<file path="src/rtl/ns_rsv_pkg.sv">
package ns_rsv_pkg;

  localparam int OP_W   = 3;
  localparam int TYPE_W = 3;
  localparam int STAT_W = 2;

  typedef enum logic [OP_W-1:0] {
    OP_JOIN     = 3'd0,
    OP_LEAVE    = 3'd1,
    OP_TAKE     = 3'd2,
    OP_GIVE     = 3'd3,
    OP_SEIZE    = 3'd4,
    OP_SEIZE_AB = 3'd5
  } rsv_op_e;

  typedef enum logic [TYPE_W-1:0] {
    RT_NONE   = 3'd0,
    RT_WR_EX  = 3'd1,
    RT_ALL_EX = 3'd2,
    RT_WR_REG = 3'd3,
    RT_ALL_REG= 3'd4,
    RT_WR_ANY = 3'd5,
    RT_ALL_ANY= 3'd6
  } rsv_type_e;

  typedef enum logic [STAT_W-1:0] {
    ST_OK       = 2'd0,
    ST_CONFLICT = 2'd1,
    ST_ERROR    = 2'd2
  } rsv_stat_e;

  function automatic logic type_legal(input logic [TYPE_W-1:0] t);
    return (t >= 3'd1) && (t <= 3'd6);
  endfunction

  function automatic logic type_single(input logic [TYPE_W-1:0] t);
    return (t >= 3'd1) && (t <= 3'd4);
  endfunction

endpackage

</file>
<file path="src/rtl/ns_rsv_req_pick.sv">
module ns_rsv_req_pick #(
  parameter int NP = 2,
  localparam int PW = (NP > 1) ? $clog2(NP) : 1
) (
  input  logic          en,
  input  logic [NP-1:0] valid,
  output logic [NP-1:0] ready,
  output logic [PW-1:0] sel,
  output logic          any
);

  always_comb begin
    ready = '0;
    sel   = '0;
    any   = 1'b0;
    for (int p = 0; p < NP; p++) begin
      if (en && valid[p] && !any) begin
        ready[p] = 1'b1;
        sel      = PW'(p);
        any      = 1'b1;
      end
    end
  end

endmodule

</file>
<file path="src/rtl/ns_rsv_state.sv">
module ns_rsv_state
  import ns_rsv_pkg::*;
#(
  parameter int NP = 2,
  localparam int PW = (NP > 1) ? $clog2(NP) : 1
) (
  input  logic              clk,
  input  logic              pwr_on_n,
  input  logic              go,
  input  logic [PW-1:0]     port,
  input  logic [OP_W-1:0]   op,
  input  logic [TYPE_W-1:0] rtype,
  output logic [STAT_W-1:0] status,
  output logic              abort,
  output logic [NP-1:0]     reg_mask,
  output logic              rsv_active,
  output logic [TYPE_W-1:0] rsv_type,
  output logic [PW-1:0]     holder
);

  logic [NP-1:0]     n_mask;
  logic              n_active;
  logic [TYPE_W-1:0] n_type;
  logic [PW-1:0]     n_holder;
  logic              is_reg;
  logic              is_hold;
  logic              single;

  assign single  = type_single(rsv_type);
  assign is_reg  = reg_mask[port];
  assign is_hold = rsv_active && (single ? (holder == port) : is_reg);

  always_comb begin
    n_mask   = reg_mask;
    n_active = rsv_active;
    n_type   = rsv_type;
    n_holder = holder;
    status   = ST_OK;
    abort    = 1'b0;
    unique case (op)
      OP_JOIN: n_mask[port] = 1'b1;
      OP_LEAVE: begin
        if (!is_reg) begin
          status = ST_ERROR;
        end else begin
          n_mask[port] = 1'b0;
          if (rsv_active && single && (holder == port)) n_active = 1'b0;
          if (rsv_active && !single && (n_mask == '0))  n_active = 1'b0;
        end
      end
      OP_TAKE: begin
        if (!is_reg)                       status = ST_CONFLICT;
        else if (!type_legal(rtype))       status = ST_ERROR;
        else if (!rsv_active) begin
          n_active = 1'b1;
          n_type   = rtype;
          n_holder = port;
        end
        else if (is_hold && rtype == rsv_type) status = ST_OK;
        else                                   status = ST_CONFLICT;
      end
      OP_GIVE: begin
        if (is_hold && rtype == rsv_type) n_active = 1'b0;
        else                              status   = ST_ERROR;
      end
      OP_SEIZE, OP_SEIZE_AB: begin
        if (!is_reg)          status = ST_CONFLICT;
        else if (!rsv_active) status = ST_ERROR;
        else begin
          n_active = 1'b0;
          abort    = (op == OP_SEIZE_AB);
        end
      end
      default: status = ST_ERROR;
    endcase
    if (!n_active) begin
      n_type   = RT_NONE;
      n_holder = '0;
    end
  end

  // Only the power-on input clears this state; controller reset never reaches it.
  always_ff @(posedge clk) begin
    if (!pwr_on_n) begin
      reg_mask   <= '0;
      rsv_active <= 1'b0;
      rsv_type   <= RT_NONE;
      holder     <= '0;
    end else if (go) begin
      reg_mask   <= n_mask;
      rsv_active <= n_active;
      rsv_type   <= n_type;
      holder     <= n_holder;
    end
  end

endmodule

</file>
<file path="src/rtl/ns_rsv_access.sv">
module ns_rsv_access
  import ns_rsv_pkg::*;
#(
  parameter int NP = 2,
  localparam int PW = (NP > 1) ? $clog2(NP) : 1
) (
  input  logic              clk,
  input  logic              rst_all_n,
  input  logic              chk_valid,
  input  logic [PW-1:0]     chk_port,
  input  logic              chk_write,
  input  logic [NP-1:0]     reg_mask,
  input  logic              rsv_active,
  input  logic [TYPE_W-1:0] rsv_type,
  input  logic [PW-1:0]     holder,
  output logic              acc_valid,
  output logic              acc_grant,
  output logic              acc_deny
);

  logic in_range, is_reg, is_hold, allow;

  assign in_range = (int'(chk_port) < NP);
  assign is_reg   = in_range && reg_mask[chk_port];
  assign is_hold  = rsv_active &&
                    (type_single(rsv_type) ? (in_range && holder == chk_port) : is_reg);

  always_comb begin
    if (!rsv_active || is_hold) begin
      allow = 1'b1;
    end else begin
      unique case (rsv_type)
        RT_WR_EX:   allow = !chk_write;
        RT_ALL_EX:  allow = 1'b0;
        RT_WR_REG:  allow = is_reg || !chk_write;
        RT_ALL_REG: allow = is_reg;
        RT_WR_ANY:  allow = !chk_write;
        default:    allow = 1'b0;
      endcase
    end
  end

  always_ff @(posedge clk) begin
    if (!rst_all_n) begin
      acc_valid <= 1'b0;
      acc_grant <= 1'b0;
      acc_deny  <= 1'b0;
    end else begin
      acc_valid <= chk_valid;
      acc_grant <= chk_valid && allow;
      acc_deny  <= chk_valid && !allow;
    end
  end

endmodule

</file>
<file path="src/rtl/ns_rsv_arbiter.sv">
module ns_rsv_arbiter
  import ns_rsv_pkg::*;
#(
  parameter int NP = 2,
  localparam int PW = (NP > 1) ? $clog2(NP) : 1
) (
  input  logic                 clk,
  input  logic                 pwr_on_n,
  input  logic                 rst_n,
  input  logic [NP-1:0]        req_valid,
  output logic [NP-1:0]        req_ready,
  input  logic [NP*OP_W-1:0]   req_op,
  input  logic [NP*TYPE_W-1:0] req_type,
  output logic [NP-1:0]        rsp_valid,
  output logic [NP*STAT_W-1:0] rsp_status,
  output logic [NP-1:0]        rsp_abort,
  input  logic                 chk_valid,
  input  logic [PW-1:0]        chk_port,
  input  logic                 chk_write,
  output logic                 acc_valid,
  output logic                 acc_grant,
  output logic                 acc_deny
);

  logic              rst_all_n;
  logic [PW-1:0]     sel;
  logic              go;
  logic [OP_W-1:0]   cur_op;
  logic [TYPE_W-1:0] cur_type;
  logic [STAT_W-1:0] st_status;
  logic              st_abort;
  logic [NP-1:0]     reg_mask;
  logic              rsv_active;
  logic [TYPE_W-1:0] rsv_type;
  logic [PW-1:0]     holder;

  assign rst_all_n = rst_n && pwr_on_n;
  assign cur_op    = req_op[sel*OP_W +: OP_W];
  assign cur_type  = req_type[sel*TYPE_W +: TYPE_W];

  ns_rsv_req_pick #(.NP(NP)) u_pick (
    .en    (rst_all_n),
    .valid (req_valid),
    .ready (req_ready),
    .sel   (sel),
    .any   (go)
  );

  ns_rsv_state #(.NP(NP)) u_state (
    .clk        (clk),
    .pwr_on_n   (pwr_on_n),
    .go         (go),
    .port       (sel),
    .op         (cur_op),
    .rtype      (cur_type),
    .status     (st_status),
    .abort      (st_abort),
    .reg_mask   (reg_mask),
    .rsv_active (rsv_active),
    .rsv_type   (rsv_type),
    .holder     (holder)
  );

  ns_rsv_access #(.NP(NP)) u_acc (
    .clk        (clk),
    .rst_all_n  (rst_all_n),
    .chk_valid  (chk_valid),
    .chk_port   (chk_port),
    .chk_write  (chk_write),
    .reg_mask   (reg_mask),
    .rsv_active (rsv_active),
    .rsv_type   (rsv_type),
    .holder     (holder),
    .acc_valid  (acc_valid),
    .acc_grant  (acc_grant),
    .acc_deny   (acc_deny)
  );

  always_ff @(posedge clk) begin
    if (!rst_all_n) begin
      rsp_valid  <= '0;
      rsp_status <= '0;
      rsp_abort  <= '0;
    end else begin
      for (int p = 0; p < NP; p++) begin
        rsp_valid[p] <= req_ready[p];
        if (req_ready[p]) begin
          rsp_status[p*STAT_W +: STAT_W] <= st_status;
          rsp_abort[p]                   <= st_abort;
        end else begin
          rsp_status[p*STAT_W +: STAT_W] <= '0;
          rsp_abort[p]                   <= 1'b0;
        end
      end
    end
  end

endmodule

</file>
<file path="config.mk">
export PLATFORM = sky130hd
export DESIGN_NAME = ns_rsv_arbiter
export DESIGN_NICKNAME = d
export VERILOG_FILES = /design/src/rtl/ns_rsv_pkg.sv /design/src/rtl/ns_rsv_req_pick.sv /design/src/rtl/ns_rsv_state.sv /design/src/rtl/ns_rsv_access.sv /design/src/rtl/ns_rsv_arbiter.sv
export SDC_FILE = /design/constraint.sdc
export NUM_CORES = 1
export LEC_CHECK = 0
export BUFFER_PORTS_ARGS = -buffer_cell sky130_fd_sc_hd__buf_2
export CAP_MARGIN = 25
export CORE_ASPECT_RATIO = 0.8
export CORE_UTILIZATION = 51
export CTS_CLUSTER_SIZE = 10
export DETAILED_ROUTE_END_ITERATION = 16
export GPL_TIMING_DRIVEN = 0
export PLACE_DENSITY = 0.79
export SLEW_MARGIN = 20
export SYNTH_ARGS = -nofsm -noshare
export SYNTH_HDL_FRONTEND = slang
export SYNTH_HIERARCHICAL = 1
export SYNTH_SLANG_ARGS = --single-unit
</file>
<file path="constraint.sdc">
create_clock -name clk -period 3.45 [get_ports clk]
set_input_delay 0.8625 -clock clk [delete_from_list [all_inputs] [get_ports clk]]
set_output_delay 0.8625 -clock clk [all_outputs]
set_load 0.005 [all_outputs]
</file>
Word level (Yosys, flattened, before mapping)
Cells that the tools add are included.
- bits in registers: 18
- bits in latches: 0
- memory bits (writable): 0
- ROM bits: 0
- word-level logic and storage cells: 119
- memories kept: 0
- add/subtract/negate cells: 0
- multiply operators: 1
- div/mod/pow operators: 0
- order comparisons: 7
- eq/ne operators: 17
- shift-type cells: 2
- muxes and demuxes: 45
- bitwise operators: 3
- reductions and logical operators: 32
- operators with widths (cell ; number):
    $mux W1 ; 27
    $logic_and A1 B1 Y1 ; 16
    $mux W2 ; 8
    $mux W3 ; 5
    $eq A3 B3 Y1 const B ; 4
    $shiftx A6 B4 Y3 ; 2
    $pmux W2 S5 ; 1
    $eq A3 B2 Y1 const B ; 3
    $ne A2 B2 Y1 const B ; 4
    $eq A3 B1 Y1 const B ; 2
    $ge A3 B1 Y1 const B ; 2
    $le A3 B3 Y1 const B ; 2
    $logic_not A1 Y1 ; 5
    $reduce_and A5 Y1 ; 1
    $lt A1 B2 Y1 const B ; 2
    $pmux W1 S4 ; 1
    $pmux W2 S2 ; 1
    $reduce_and A2 Y1 ; 2
    $reduce_or A2 Y1 ; 2
    $eq A3 B3 Y1 ; 1
    $logic_not A3 Y1 ; 1
    $mul A1 B2 Y3 const B ; 1
    $pmux W1 S3 ; 1
    $reduce_and A3 Y1 ; 1
    10 further kinds ; 12

Depth between registers and ports, before layout
Gate-level depths: netlist of run 1.
- depth in word-level cells: 19
- depth in mapped cells: 11

Modules after synthesis
Netlist of run 1, hierarchy kept.
- modules (own cells, without submodules) (module ; times used ; cells an instance ; area each (um^2) ; seq. area each (um^2)):
    ns_rsv_state ; 1 ; 73 ; 609.3 ; 140.1
    ns_rsv_arbiter ; 1 ; 24 ; 332.8 ; 160.2
    ns_rsv_access ; 1 ; 17 ; 162.7 ; 60.1
    ns_rsv_req_pick ; 1 ; 4 ; 31.3 ; 0.0

Least setup slack after synthesis of run 1
No wires, ideal clock.
- path type: input to register
- from: in rst_n
- to: reg u_state.rsv_type[0]
- setup time: 129 ps
- arrival: 2828 ps
- setup slack: 493 ps
- cell stages on the path: 10
- path through: and2_1 and3b_1 buf_6 mux2_4 or3b_1 nor3_1 and3_1 buf_6 mux2i_1 nor2_1
- RTL lines (item ; line ; source):
    start: declaration ; ns_rsv_arbiter.sv:9 ; input logic rst_n,
    $logic_and A1 B1 Y1 * ; ns_rsv_arbiter.sv:37 ; assign rst_all_n = rst_n && pwr_on_n;
    $logic_and A1 B1 Y1 ; ns_rsv_req_pick.sv:17 ; if (en && valid[p] && !any) begin
    $mux W1 ; ns_rsv_req_pick.sv:17 ;
    $logic_not A1 Y1 ; ns_rsv_req_pick.sv:17 ;
    $logic_and A1 B1 Y1 * ; ns_rsv_req_pick.sv:17 ;
    $mux W1 * ; ns_rsv_req_pick.sv:17 ;
    named net sel ; ns_rsv_arbiter.sv:26 ; logic [PW-1:0] sel;
    $mul A1 B2 Y3 * ; ns_rsv_arbiter.sv:38 ; assign cur_op = req_op[sel*OP_W +: OP_W];
    $shiftx A6 B4 Y3 * ; ns_rsv_arbiter.sv:38 ;
    named net cur_op[2] ; ns_rsv_arbiter.sv:28 ; logic [OP_W-1:0] cur_op;
    $eq A3 B3 Y1 ; ns_rsv_state.sv:40 ; unique case (op)
    $reduce_or A2 Y1 ; ns_rsv_state.sv:40 ;
    $pmux W1 S4 ; ns_rsv_state.sv:40 ;
    $ne A2 B2 Y1 (no line) ; - ;
    $reduce_and A5 Y1 (no line) ; - ;
    end signal: assignment ; ns_rsv_state.sv:92 ; rsv_type <= n_type;
    end: declaration ; ns_rsv_state.sv:17 ; output logic [TYPE_W-1:0] rsv_type,
Mark *: on every way through the listed nets, which the timed path passes. The rest lies on a longest branch. The select of a mux whose other input is x is not followed.
A chain may end at the register's enable or synchronous reset.

Final worst setup path of run 1
- from: in pwr_on_n
- to: reg u_state.rsv_type[0]
- RTL lines (item ; line ; source):
    start: declaration ; ns_rsv_arbiter.sv:8 ; input logic pwr_on_n,
    $logic_and A1 B1 Y1 * ; ns_rsv_arbiter.sv:37 ;
    named net rst_all_n ; ns_rsv_arbiter.sv:25 ; logic rst_all_n;
    $logic_and A1 B1 Y1 ; ns_rsv_req_pick.sv:17 ;
    $mux W1 ; ns_rsv_req_pick.sv:17 ;
    $logic_not A1 Y1 ; ns_rsv_req_pick.sv:17 ;
    $logic_and A1 B1 Y1 * ; ns_rsv_req_pick.sv:17 ;
    $mux W1 * ; ns_rsv_req_pick.sv:17 ;
    named net sel ; ns_rsv_arbiter.sv:26 ;
    $mul A1 B2 Y3 * ; ns_rsv_arbiter.sv:38 ;
    $shiftx A6 B4 Y3 * ; ns_rsv_arbiter.sv:38 ;
    named net cur_op[2] ; ns_rsv_arbiter.sv:28 ;
    $eq A3 B3 Y1 ; ns_rsv_state.sv:40 ;
    $reduce_or A2 Y1 ; ns_rsv_state.sv:40 ;
    $pmux W1 S4 ; ns_rsv_state.sv:40 ;
    $ne A2 B2 Y1 (no line) ; - ;
    $reduce_and A5 Y1 (no line) ; - ;
Marks and branches as above.

==> summary.md, run 1 <==
| Metric | Value |
|---|---|
| CTS root buf | clkbuf_4 |
| Yosys cell types | 45 |
| Vias in the first global route | 822 |
| Total congestion overflow | 0 |
| Max clock buf depth | 2 |
| Hold Path Cell Cnt | 2 |
| Post-DRT Antenna Nets | 0 |
| NetSw | 102 µW |
| Drt total wl | 2.39 mm |
| Antenna cells | 0 |
| First drt pass iteration count | 4 |
| Post-DP HPWL | 1.81 mm |
| R2r startpoint | u_state/rsv_type[2]$_SDFFE_PN0P_ |
| Status | complete, no violations |
| Num CTS Buffers | 3 |
| Setup crit end kind | register |
| Clk pin slew, worst setup/hold paths | 0.10 ns |
| Switch share | 24.8% |
| Syn_area_per_cell | 9.63 µm² |
| DR iter-0 viols | 25 |
| Reg2reg setup slack | 1.52 ns |
| Largest net degree at the start of global routing | 13 |
| Clock Sink Count | 18 |
| R2r worst-path depth | 6 |
| Starting Density | 57.4% |
| Port bufs | 32 |
| Total Routing Usage GR | 21.3% |
| Synth area leader | dfxtp_1 |
| Fin. Hold Viols | 0 |
| RSZ-0062 raised after global routing | no |
| Combinational Power Share | 16.3% |
| Post-CTS Setup Repair Bufs | 0 |
| Crit-path max FO | 12 |
| Ys async rst share | 0% |
| Number of setup violations in the final report | 0 |
| Actual slew at the worst max-slew pin | 0.402 ns |
| Seq pwr share | 51.9% |
| EDFF count, synth | 0 |
| Internal power | 310 µW |
| Most used flip-flop cell after synthesis | dfxtp_1 |
| Antenna violations before repair | 0 |
| CTS hold repair buffers | 0 |
| Syn Nets | 138 |
| Register area share after synthesis | 31.7% |
| Chip width | 54.8 µm |
| Worst min path class | register to register |
| Ports | 33 |
| Core Rows | 14 |
| Routed length per placed instance | 13.4 µm |
| Cells after DPL | 174 |
| Yosys reg bits | 18 |
| Die Y | 44.2 µm |
| Nets | 175 |
| Post-CTS sizing | 0 |
| Finished Layout Cells | 178 |
| H-tree depth | 1 |
| WS Path Type | input pin to register |
| Post-synthesis cell area | 1140 µm² |
| Area growth syn-to-layout | 19.9% |
| Share of layout cells above drive strength 1 | 38.3% |
| Synth warn | 6 |
| Fin area | 1360 µm² |
| Drc violations | 0 |
| Peak supply drop | 0.268 mV |
| Clock skew | 0.00238 ns |
| Core box area | 1980 µm² |
| Power density of the placed cells | 302 nW/µm² |
| Max Clock Freq | 0.312 GHz |
| Final Cycle Share | 92.8% |
| Power share of the clock group | 31.8% |
| Slew margin rel. | 72.8% |
| Via density | 5.68 |
| Clock Latency Late Sink | 0.30 ns |
| Max Cap Viol | 0 |
| Die area | 2420 µm² |
| CTS tree | done |
| Total number of vias | 1011 |
| Mapped Cells | 118 |
| Area contributors post-synth | dfxtp_1 (32%), mux2_4 (7.9%), and4_1 (4.6%) |
| Final Critical Period | 3.20 ns |
| Worst EP required | 3.62 ns |
| Global-route wire length before repair | 3.65 mm |
| Placed Area | 1330 µm² |
| Pleak | 0.613 nW |
| Startpoint Class | input pin |
| RD Place Congestion | 0.799 |
| Worst r2r dst | rsp_status[1]$_SDFF_PN0_ |
| Final Max Slew Viols | 0 |
| Worst Path Arrival | 3.37 ns |
| Area share of the largest cell type after synthesis | 31.7% |
[Yosys cell counts, types with 2 or more instances]
cell type and n:
dfxtp_1 18, nor2_1 12, and4_1 6, mux2_4 6, mux2i_1 5, nor3_1 5
o21ai_0 5, inv_1 4, a211oi_1 3, and2_1 3, and3_1 3, buf_6 3
nand2_1 3, nand3_1 3, xnor2_1 3, xor2_1 3, and2_2 2, buf_4 2
nand2b_1 2, o21a_1 2
[cell usage in the layout, fill, tap and decap left out, drive strengths merged, types with 2 or more instances in the layout]
cell type / count
a211oi: 3
and2: 5
and3: 4
and3b: 2
and4: 7
buf: 37
clkbuf: 4
dfxtp: 18
inv: 4
mux2: 6
mux2i: 6
nand2: 3
nand2b: 2
nand3: 3
nor2: 12
nor3: 5
nor4b: 2
o21a: 2
o21ai: 5
or3b: 2
xnor2: 3
xor2: 3
[area by class of cell]
| cell class | count | area [µm²] |
|---|---|---|
| Tap cell | 24 | 30.0 |
| Sequential cell | 18 | 360 |
| Multi-Input combinational cell | 91 | 712 |
| Clock buffer | 4 | 36.3 |
| Fill cell | 160 | 617 |
| Timing Repair Buffer | 32 | 160 |
| Buffer | 5 | 48.8 |
| Inverter | 4 | 15.0 |
[stage by stage]
step	total power, mW	worst slack, ns	utilization [%]	hold slack (ns)	setup TNS, ns
3_3_place_gp	0.283	0.0650	67.0	0.562	0
6_report	0.412	0.248	68.8	0.594	0
2_1_floorplan	0.261	0.493	-	0.526	0
4_1_cts	0.416	0.319	68.8	0.595	0
3_5_place_dp	0.285	-0.00734	67.0	0.581	-0.00734
5_1_grt	0.429	0.0826	68.8	0.626	0
[cell families (layout without fill, tap and decap cells)]
group,count (synthesis),count (layout),synth area share [%]
compound gates,20,20,13.9
simple gates,53,53,29.8
flops,18,18,31.7
mux,12,12,14.3
buf+inv,9,45,5.62
xor+xnor,6,6,4.63
[critical path: stages]
cell,delay [ns]
buf_2,0.19
and2_1,0.21
and3b_1,0.28
buf_6,0.17
mux2_4,0.35
or3b_1,0.40
nor3_1,0.30
and3_1,0.22
buf_6,0.12
mux2i_1,0.18
nor2_1,0.08
[metal layers]
| metal | routed length (µm) | GRT usage, % |
|---|---|---|
| met1 | 1170 | 28.6 |
| met2 | 1030 | 30.8 |
| met3 | 130 | 5.50 |
| met4 | 52 | 11.3 |
| met5 | 0 | 0 |
[how the worst max path moves through the flow]
stage / startpoint / to / slack [ns] / cells after the start
after floorplan: rst_n / u_state/rsv_type[0]$_SDFFE_PN0P_ / 0.49 / 10
after global placement: pwr_on_n / u_state/rsv_type[2]$_SDFFE_PN0P_ / 0.06 / 11
after detailed placement: pwr_on_n / u_state/rsv_type[0]$_SDFFE_PN0P_ / -0.007 / 11
after CTS: pwr_on_n / u_state/rsv_type[0]$_SDFFE_PN0P_ / 0.32 / 11
after global routing: pwr_on_n / u_state/rsv_type[0]$_SDFFE_PN0P_ / 0.08 / 11
final: pwr_on_n / u_state/rsv_type[0]$_SDFFE_PN0P_ / 0.25 / 11
[power by group through the flow]
stage / logic, mW / registers [mW] / clock network (mW)
2_1_floorplan: 0.0431 / 0.218 / 0
3_3_place_gp: 0.0646 / 0.218 / 0
3_5_place_dp: 0.0664 / 0.219 / 0
4_1_cts: 0.0665 / 0.214 / 0.136
5_1_grt: 0.0736 / 0.214 / 0.141
6_report: 0.0671 / 0.214 / 0.131
No activity file was read; power rests on OpenSTA's default activity.
==> run 2: changes to the inputs <==
--- a/config.mk
+++ b/config.mk
@@ -8,11 +8,11 @@
 export BUFFER_PORTS_ARGS = -buffer_cell sky130_fd_sc_hd__buf_2
 export CAP_MARGIN = 25
 export CORE_ASPECT_RATIO = 0.8
-export CORE_UTILIZATION = 51
+export CORE_UTILIZATION = 54
 export CTS_CLUSTER_SIZE = 10
 export DETAILED_ROUTE_END_ITERATION = 16
 export GPL_TIMING_DRIVEN = 0
-export PLACE_DENSITY = 0.79
+export PLACE_DENSITY_LB_ADDON = 0.15
 export SLEW_MARGIN = 20
 export SYNTH_ARGS = -nofsm -noshare
 export SYNTH_HDL_FRONTEND = slang
==> constraint.sdc (replaced) <==
create_clock -name clk -period 3.8 [get_ports clk]
set_input_delay 0.95 -clock clk [delete_from_list [all_inputs] [get_ports clk]]
set_output_delay 0.95 -clock clk [all_outputs]
set_load 0.005 [all_outputs]
==> run 2 against run 1 <==
Net effect: hold slack gained 0.011 ns; design area did not move; combinational power fell by 8.9%; via count rose by 0.59%; clock skew up 0.010 ns; clock power is 6% lower; critical path type unchanged.
==> summary.md, run 2 (synthesized netlist as in run 1, its figures left out) <==
| Metric | Value |
|---|---|
| Max Cap Viol | 0 |
| Worst EP required | 4.00 ns |
| Setup Total Neg Slack | 0 ns |
| WS Path Type | input pin to register |
| Final Cycle Share | 84.6% |
| Peak supply drop | 0.299 mV |
| Total Routing Usage GR | 23.8% |
| Antenna violations before repair | 0 |
| Fin. Hold Viols | 0 |
| Fin area | 1360 µm² |
| DR iter-0 viols | 43 |
| Final Max Slew Viols | 0 |
| Pleak | 0.613 nW |
| Commonest non-fill, non-tap cell in the layout | buf_2 |
| H-tree depth | 1 |
| Total number of vias | 1017 |
| Largest net degree at the start of global routing | 13 |
| Die area | 2290 µm² |
| Status | complete, no violations |
| Post-DP HPWL | 1.78 mm |
| Starting Density | 59.0% |
| Ports | 33 |
| Routed length per placed instance | 13.2 µm |
| Placed Area | 1330 µm² |
| Post-CTS Setup Repair Bufs | 0 |
| Area growth syn-to-layout | 19.9% |
| Clock Sink Count | 18 |
| Die Y | 43.0 µm |
| Number of setup violations in the final report | 0 |
| Final core area utilization | 70.7% |
| Vias in the first global route | 895 |
| Worst min path class | register to register |
| PnR worst setup slack | 0.584 ns |
| Final Critical Period | 3.22 ns |
| CTS root buf | clkbuf_4 |
| Clk pin slew, worst setup/hold paths | 0.12 ns |
| Max clock buf depth | 2 |
| Commonest non-fill, non-tap cells in the layout | buf_2 (32), dfxtp_1 (18), nor2_1 (12) |
| CP dominant cell by count | buf_6 |
| Final Power | 378 µW |
| Global-route wire length before repair | 3.90 mm |
| Core box area | 1930 µm² |
| Antenna cells | 0 |
| Drt total wl | 2.35 mm |
| CTS tree | done |
| Via density | 5.71 |
| Share of layout cells above drive strength 1 | 38.3% |
| Num CTS Buffers | 3 |
| First drt pass iteration count | 4 |
| Power density of the placed cells | 277 nW/µm² |
| Drc violations | 0 |
| Chip width | 53.3 µm |
| CTS hold repair buffers | 0 |
| Clock skew | 0.0126 ns |
| RSZ-0062 raised after global routing | no |
| Post-CTS sizing | 0 |
| Fillers | 173 |
| Max Clock Freq | 0.311 GHz |
| Dpl ws | 0.278 ns |
| Setup crit end kind | register |
| Startpoint Class | input pin |
| RD Place Congestion | 0.830 |
| Nets | 175 |
| Slew margin rel. | 68.9% |
| Port bufs | 32 |
| Worst Path Arrival | 3.41 ns |
| Slowest stage cell, crit path | or3b_1 |
| Slowest stage delay, CP | 0.42 ns |
| Actual slew at the worst max-slew pin | 0.462 ns |
| Crit-path max FO | 12 |
| Core Rows | 14 |
| Clock Latency Late Sink | 0.30 ns |
| Post-DRT Antenna Nets | 0 |
| Critical-path cell list | buf_2 -> and2_1 -> and3b_1 -> buf_6 -> mux2_4 -> or3b_1 -> nor3_1 -> and3_1 -> buf_6 -> mux2i_1 -> nor2_1 |
| Total congestion overflow | 0 |
## run 2: cell counts in the layout (fill, tap and decap cells not counted)
Identical to the previous run, type by type.
## run 2: critical path, delay by kind of cell
kind | cells | cell delay, ns
AND/OR/NAND/NOR | 6 | 1.46
multiplexers | 2 | 0.53
buffers and inverters | 3 | 0.46
## run 2: report_power, final
part	internal, mW	total, mW	leakage [nW]	switching, mW
Sequential	0.191	0.194	0.146	0.00280
Clock	0.0584	0.123	0.0210	0.0642
Combinational	0.0315	0.0611	0.446	0.0296
## run 2: path summary, 6_finish.rpt
check,from,to,slack (ns),cells past startpoint
min,register,register,0.60,2
max reg2reg,u_state/rsv_type[0]$_SDFFE_PN0P_,rsp_status[1]$_SDFF_PN0_,1.85,6
max,pwr_on_n,u_state/rsv_type[0]$_SDFFE_PN0P_,0.58,11
min reg2reg,register,register,0.60,2
## run 2: per-layer routing
metal / up-vias / GRT usage [%] / part of all wire, %
met5: - / 0 / 0
met4: 0 / 7.37 / 0.81
met3: 2 / 10.0 / 7.6
met2: 39 / 35.8 / 44
met1: 463 / 30.4 / 47
li1: 513 / - / -
## run 2: metrics by stage
step	cells	hold slack, ns
after CTS	178	0.602
after global routing	178	0.631
final	178	0.605
after global placement	174	0.565
after detailed placement	174	0.582
after floorplan	118	0.526
## run 2: area by class of cell
| cell class | instances | area (µm²) | area share (%) |
|---|---|---|---|
| Timing Repair Buffer | 32 | 160 | 11.8 |
| Tap cell | 24 | 30.0 | 2.20 |
| Multi-Input combinational cell | 91 | 712 | 52.2 |
| Sequential cell | 18 | 360 | 26.4 |
| Inverter | 4 | 15.0 | 1.10 |
| Clock buffer | 4 | 36.3 | 2.66 |
| Buffer | 5 | 48.8 | 3.58 |
==> run 3: changes to the inputs <==
--- a/config.mk
+++ b/config.mk
@@ -5,10 +5,11 @@
 export SDC_FILE = /design/constraint.sdc
 export NUM_CORES = 1
 export LEC_CHECK = 0
+export ABC_AREA = 1
 export BUFFER_PORTS_ARGS = -buffer_cell sky130_fd_sc_hd__buf_2
 export CAP_MARGIN = 25
 export CORE_ASPECT_RATIO = 0.8
-export CORE_UTILIZATION = 54
+export CORE_UTILIZATION = 51
 export CTS_CLUSTER_SIZE = 10
 export DETAILED_ROUTE_END_ITERATION = 16
 export GPL_TIMING_DRIVEN = 0
==> constraint.sdc (replaced) <==
create_clock -name clk -period 3.1 [get_ports clk]
set_input_delay 0.775 -clock clk [delete_from_list [all_inputs] [get_ports clk]]
set_output_delay 0.775 -clock clk [all_outputs]
set_load 0.005 [all_outputs]
==> run 3 against run 2 <==
Net effect: clock power increased by 14%; die area increased by 12%; via count increased by 26%; first-iteration DRC count increased by 9.3%; critical path depth increased by 8; sequential power increased by 21%; worst setup slack got worse by 0.061 ns; combinational power increased by 26%; final cell count increased by 40%; synthesized cell count increased by 59%; largest power group unchanged; hold slack got worse by 0.10 ns; clock skew decreased by 0.0076 ns.
==> summary.md, run 3 <==
| Metric | Value |
|---|---|
| Antenna cells | 0 |
| Power share of the clock group | 31.0% |
| EDFF count, synth | 0 |
| H-tree depth | 1 |
| Switch share | 26.1% |
| Commonest non-fill, non-tap cells in the layout | nand2_1 (39), buf_2 (33), inv_1 (27) |
| Fillers | 209 |
| Die Y | 45.5 µm |
| Startpoint Class | input pin |
| Largest net degree at the start of global routing | 11 |
| CTS root buf | clkbuf_4 |
| Post-synth top cells | nand2_1 (39), inv_1 (27), nor2_1 (22) |
| Crit-path max FO | 10 |
| Die area | 2560 µm² |
| Ports | 33 |
| Clk pin slew, worst setup/hold paths | 0.09 ns |
| Most used flip-flop cell after synthesis | dfxtp_1 |
| Fin. Hold Viols | 0 |
| DR iter-0 viols | 47 |
| Max Cap Viol | 0 |
| Total congestion overflow | 0 |
| Post-CTS Setup Repair Bufs | 0 |
| Worst min path class | register to register |
| Met1 usage in global routing | 25.6% |
| Met3 Use GR | 5.40% |
| Area growth syn-to-layout | 18.9% |
| Drc violations | 0 |
| Num CTS Buffers | 3 |
| Worst Path Arrival | 2.76 ns |
| PnR worst setup slack | 0.524 ns |
| Clock Sink Count | 18 |
| Antenna violations before repair | 0 |
| Total Routing Usage GR | 22.0% |
| Synth area leader | dfxtp_1 |
| Routed length per placed instance | 10.5 µm |
| Status | complete, no violations |
| Global-route wire length before repair | 4.31 mm |
| Area contributors post-synth | dfxtp_1 (30%), nand2_1 (12%), inv_1 (8.4%) |
| CTS hold repair buffers | 0 |
| Gr busiest metal | met2 |
| Via density | 5.13 |
| Ys async rst share | 0% |
| Clock skew | 0.00495 ns |
| Most common cell in the netlist | nand2_1 |
| Internal power | 334 µW |
| First drt pass iteration count | 4 |
| Met2 Usage GRT | 41.4% |
| Post-synthesis cell area | 1200 µm² |
| Peak supply drop | 0.317 mV |
| Pleak | 0.717 nW |
| Max clock buf depth | 2 |
| Vias in the first global route | 1068 |
| Syn Nets | 208 |
| Power density of the placed cells | 316 nW/µm² |
| Critical-path cell list | buf_2 -> nand2_1 -> inv_1 -> nand2_1 -> nor2_2 -> buf_6 -> nand2_1 -> o21ai_0 -> inv_1 -> nand2_1 -> nand4_1 -> nor2_4 -> nand2_2 -> nand2_2 -> nand2_2 -> o21bai_2 -> nand2_2 -> nand2_1 -> a21oi_1 |
| Seq pwr share | 51.9% |
| Yosys reg bits | 18 |
| Area share of the largest cell type after synthesis | 29.9% |
| CP dominant cell by count | nand2_1 |
| Slowest stage delay, CP | 0.25 ns |
| Starting Density | 54.8% |
| Worst EP required | 3.28 ns |
| RD Place Congestion | 0.896 |
| Post-CTS sizing | 0 |
| Nets | 245 |
| Setup crit end kind | register |
| Commonest non-fill, non-tap cell in the layout | nand2_1 |
| Final Cycle Share | 83.1% |
| Total number of vias | 1278 |
| Max Clock Freq | 0.388 GHz |
| Finished Layout Cells | 249 |
| Actual slew at the worst max-slew pin | 0.457 ns |
| Share of layout cells above drive strength 1 | 32.1% |
| Reg2reg setup slack | 1.44 ns |
| Setup Total Neg Slack | 0 ns |
| CTS tree | done |
| Clock Latency Late Sink | 0.29 ns |
| Final Critical Period | 2.58 ns |
| Drt total wl | 2.63 mm |
| Fin Hold WS | 0.503 ns |
| Dpl ws | 0.211 ns |
| Chip width | 56.3 µm |
| Final Max Slew Viols | 0 |
| Yosys cell types | 29 |
| Post-DRT Antenna Nets | 0 |
| Port bufs | 32 |
| Post-DP HPWL | 2.23 mm |
| Slew margin rel. | 69.2% |
| Core box area | 2200 µm² |
| Mapped Cells | 188 |
| WS Path Type | input pin to register |
| Syn_area_per_cell | 6.40 µm² |
| Core Rows | 15 |
| Synth warn | 6 |
| Cells after DPL | 245 |
| Number of setup violations in the final report | 0 |
| NetSw | 118 µW |
| Register area share after synthesis | 29.9% |
| Slowest stage cell, crit path | nor2_2 |
| RSZ-0062 raised after global routing | no |
| Combinational Power Share | 17.1% |
run 3: worst paths after layout:
| kind | from | to | depth (start not counted) |
|---|---|---|---|
| hold reg to reg | u_state/holder$_SDFFE_PN0P_ | u_state/holder$_SDFFE_PN0P_ | 2 |
| setup reg to reg | u_state/rsv_type[1]$_SDFFE_PN0P_ | u_state/rsv_type[0]$_SDFFE_PN0P_ | 13 |
| hold / removal | u_state/holder$_SDFFE_PN0P_ | u_state/holder$_SDFFE_PN0P_ | 2 |
| setup / recovery | pwr_on_n | u_state/rsv_type[0]$_SDFFE_PN0P_ | 19 |
run 3: cells by family (layout without fill, tap and decap cells):
kind of cell,count (synthesis),after routing,synth area share [%]
AND/OR/NAND/NOR,102,102,42.4
AO/OA/AOI/OAI,27,27,12.2
buffers and inverters,39,75,14.0
flip-flops,18,18,29.9
XOR/XNOR,2,2,1.46
run 3: worst max-delay path: cells and delay by family:
family | cells | cell delay (ns)
buffers and inverters | 4 | 0.48
AND/OR/NAND/NOR | 12 | 1.12
AO/OA/AOI/OAI | 3 | 0.38
run 3: power by group through the flow:
stage	combinational, mW	clock [mW]	sequential (mW)
6_report	0.0772	0.140	0.235
5_1_grt	0.0877	0.152	0.235
4_1_cts	0.0771	0.147	0.235
3_5_place_dp	0.0767	0	0.240
3_3_place_gp	0.0729	0	0.240
2_1_floorplan	0.0508	0	0.240
run 3: routing by layer:
layer | part of all wire (%) | up-vias
met2 | 49 | 39
met1 | 44 | 571
met3 | 5.1 | 8
met5 | 0 | -
li1 | - | 660
met4 | 1.3 | 0
run 3: cell type report:
cell class / instances / area, µm² / area share (%)
tap: 25 / 31.3 / 2.19
multi-input combinational: 131 / 674 / 47.1
sequential: 18 / 360 / 25.2
buffer: 4 / 35.0 / 2.45
clock buffer: 4 / 36.3 / 2.53
inverter: 35 / 134 / 9.35
timing repair buffer: 32 / 160 / 11.2
run 3: stage by stage:
step                utilization [%]  cell area [µm²]  power, mW
floorplan                         -             1200      0.291
global placement               63.5             1400      0.313
detailed placement             63.5             1400      0.317
CTS                            65.2             1430      0.458
global route                   65.2             1430      0.475
finish                         65.2             1430      0.452
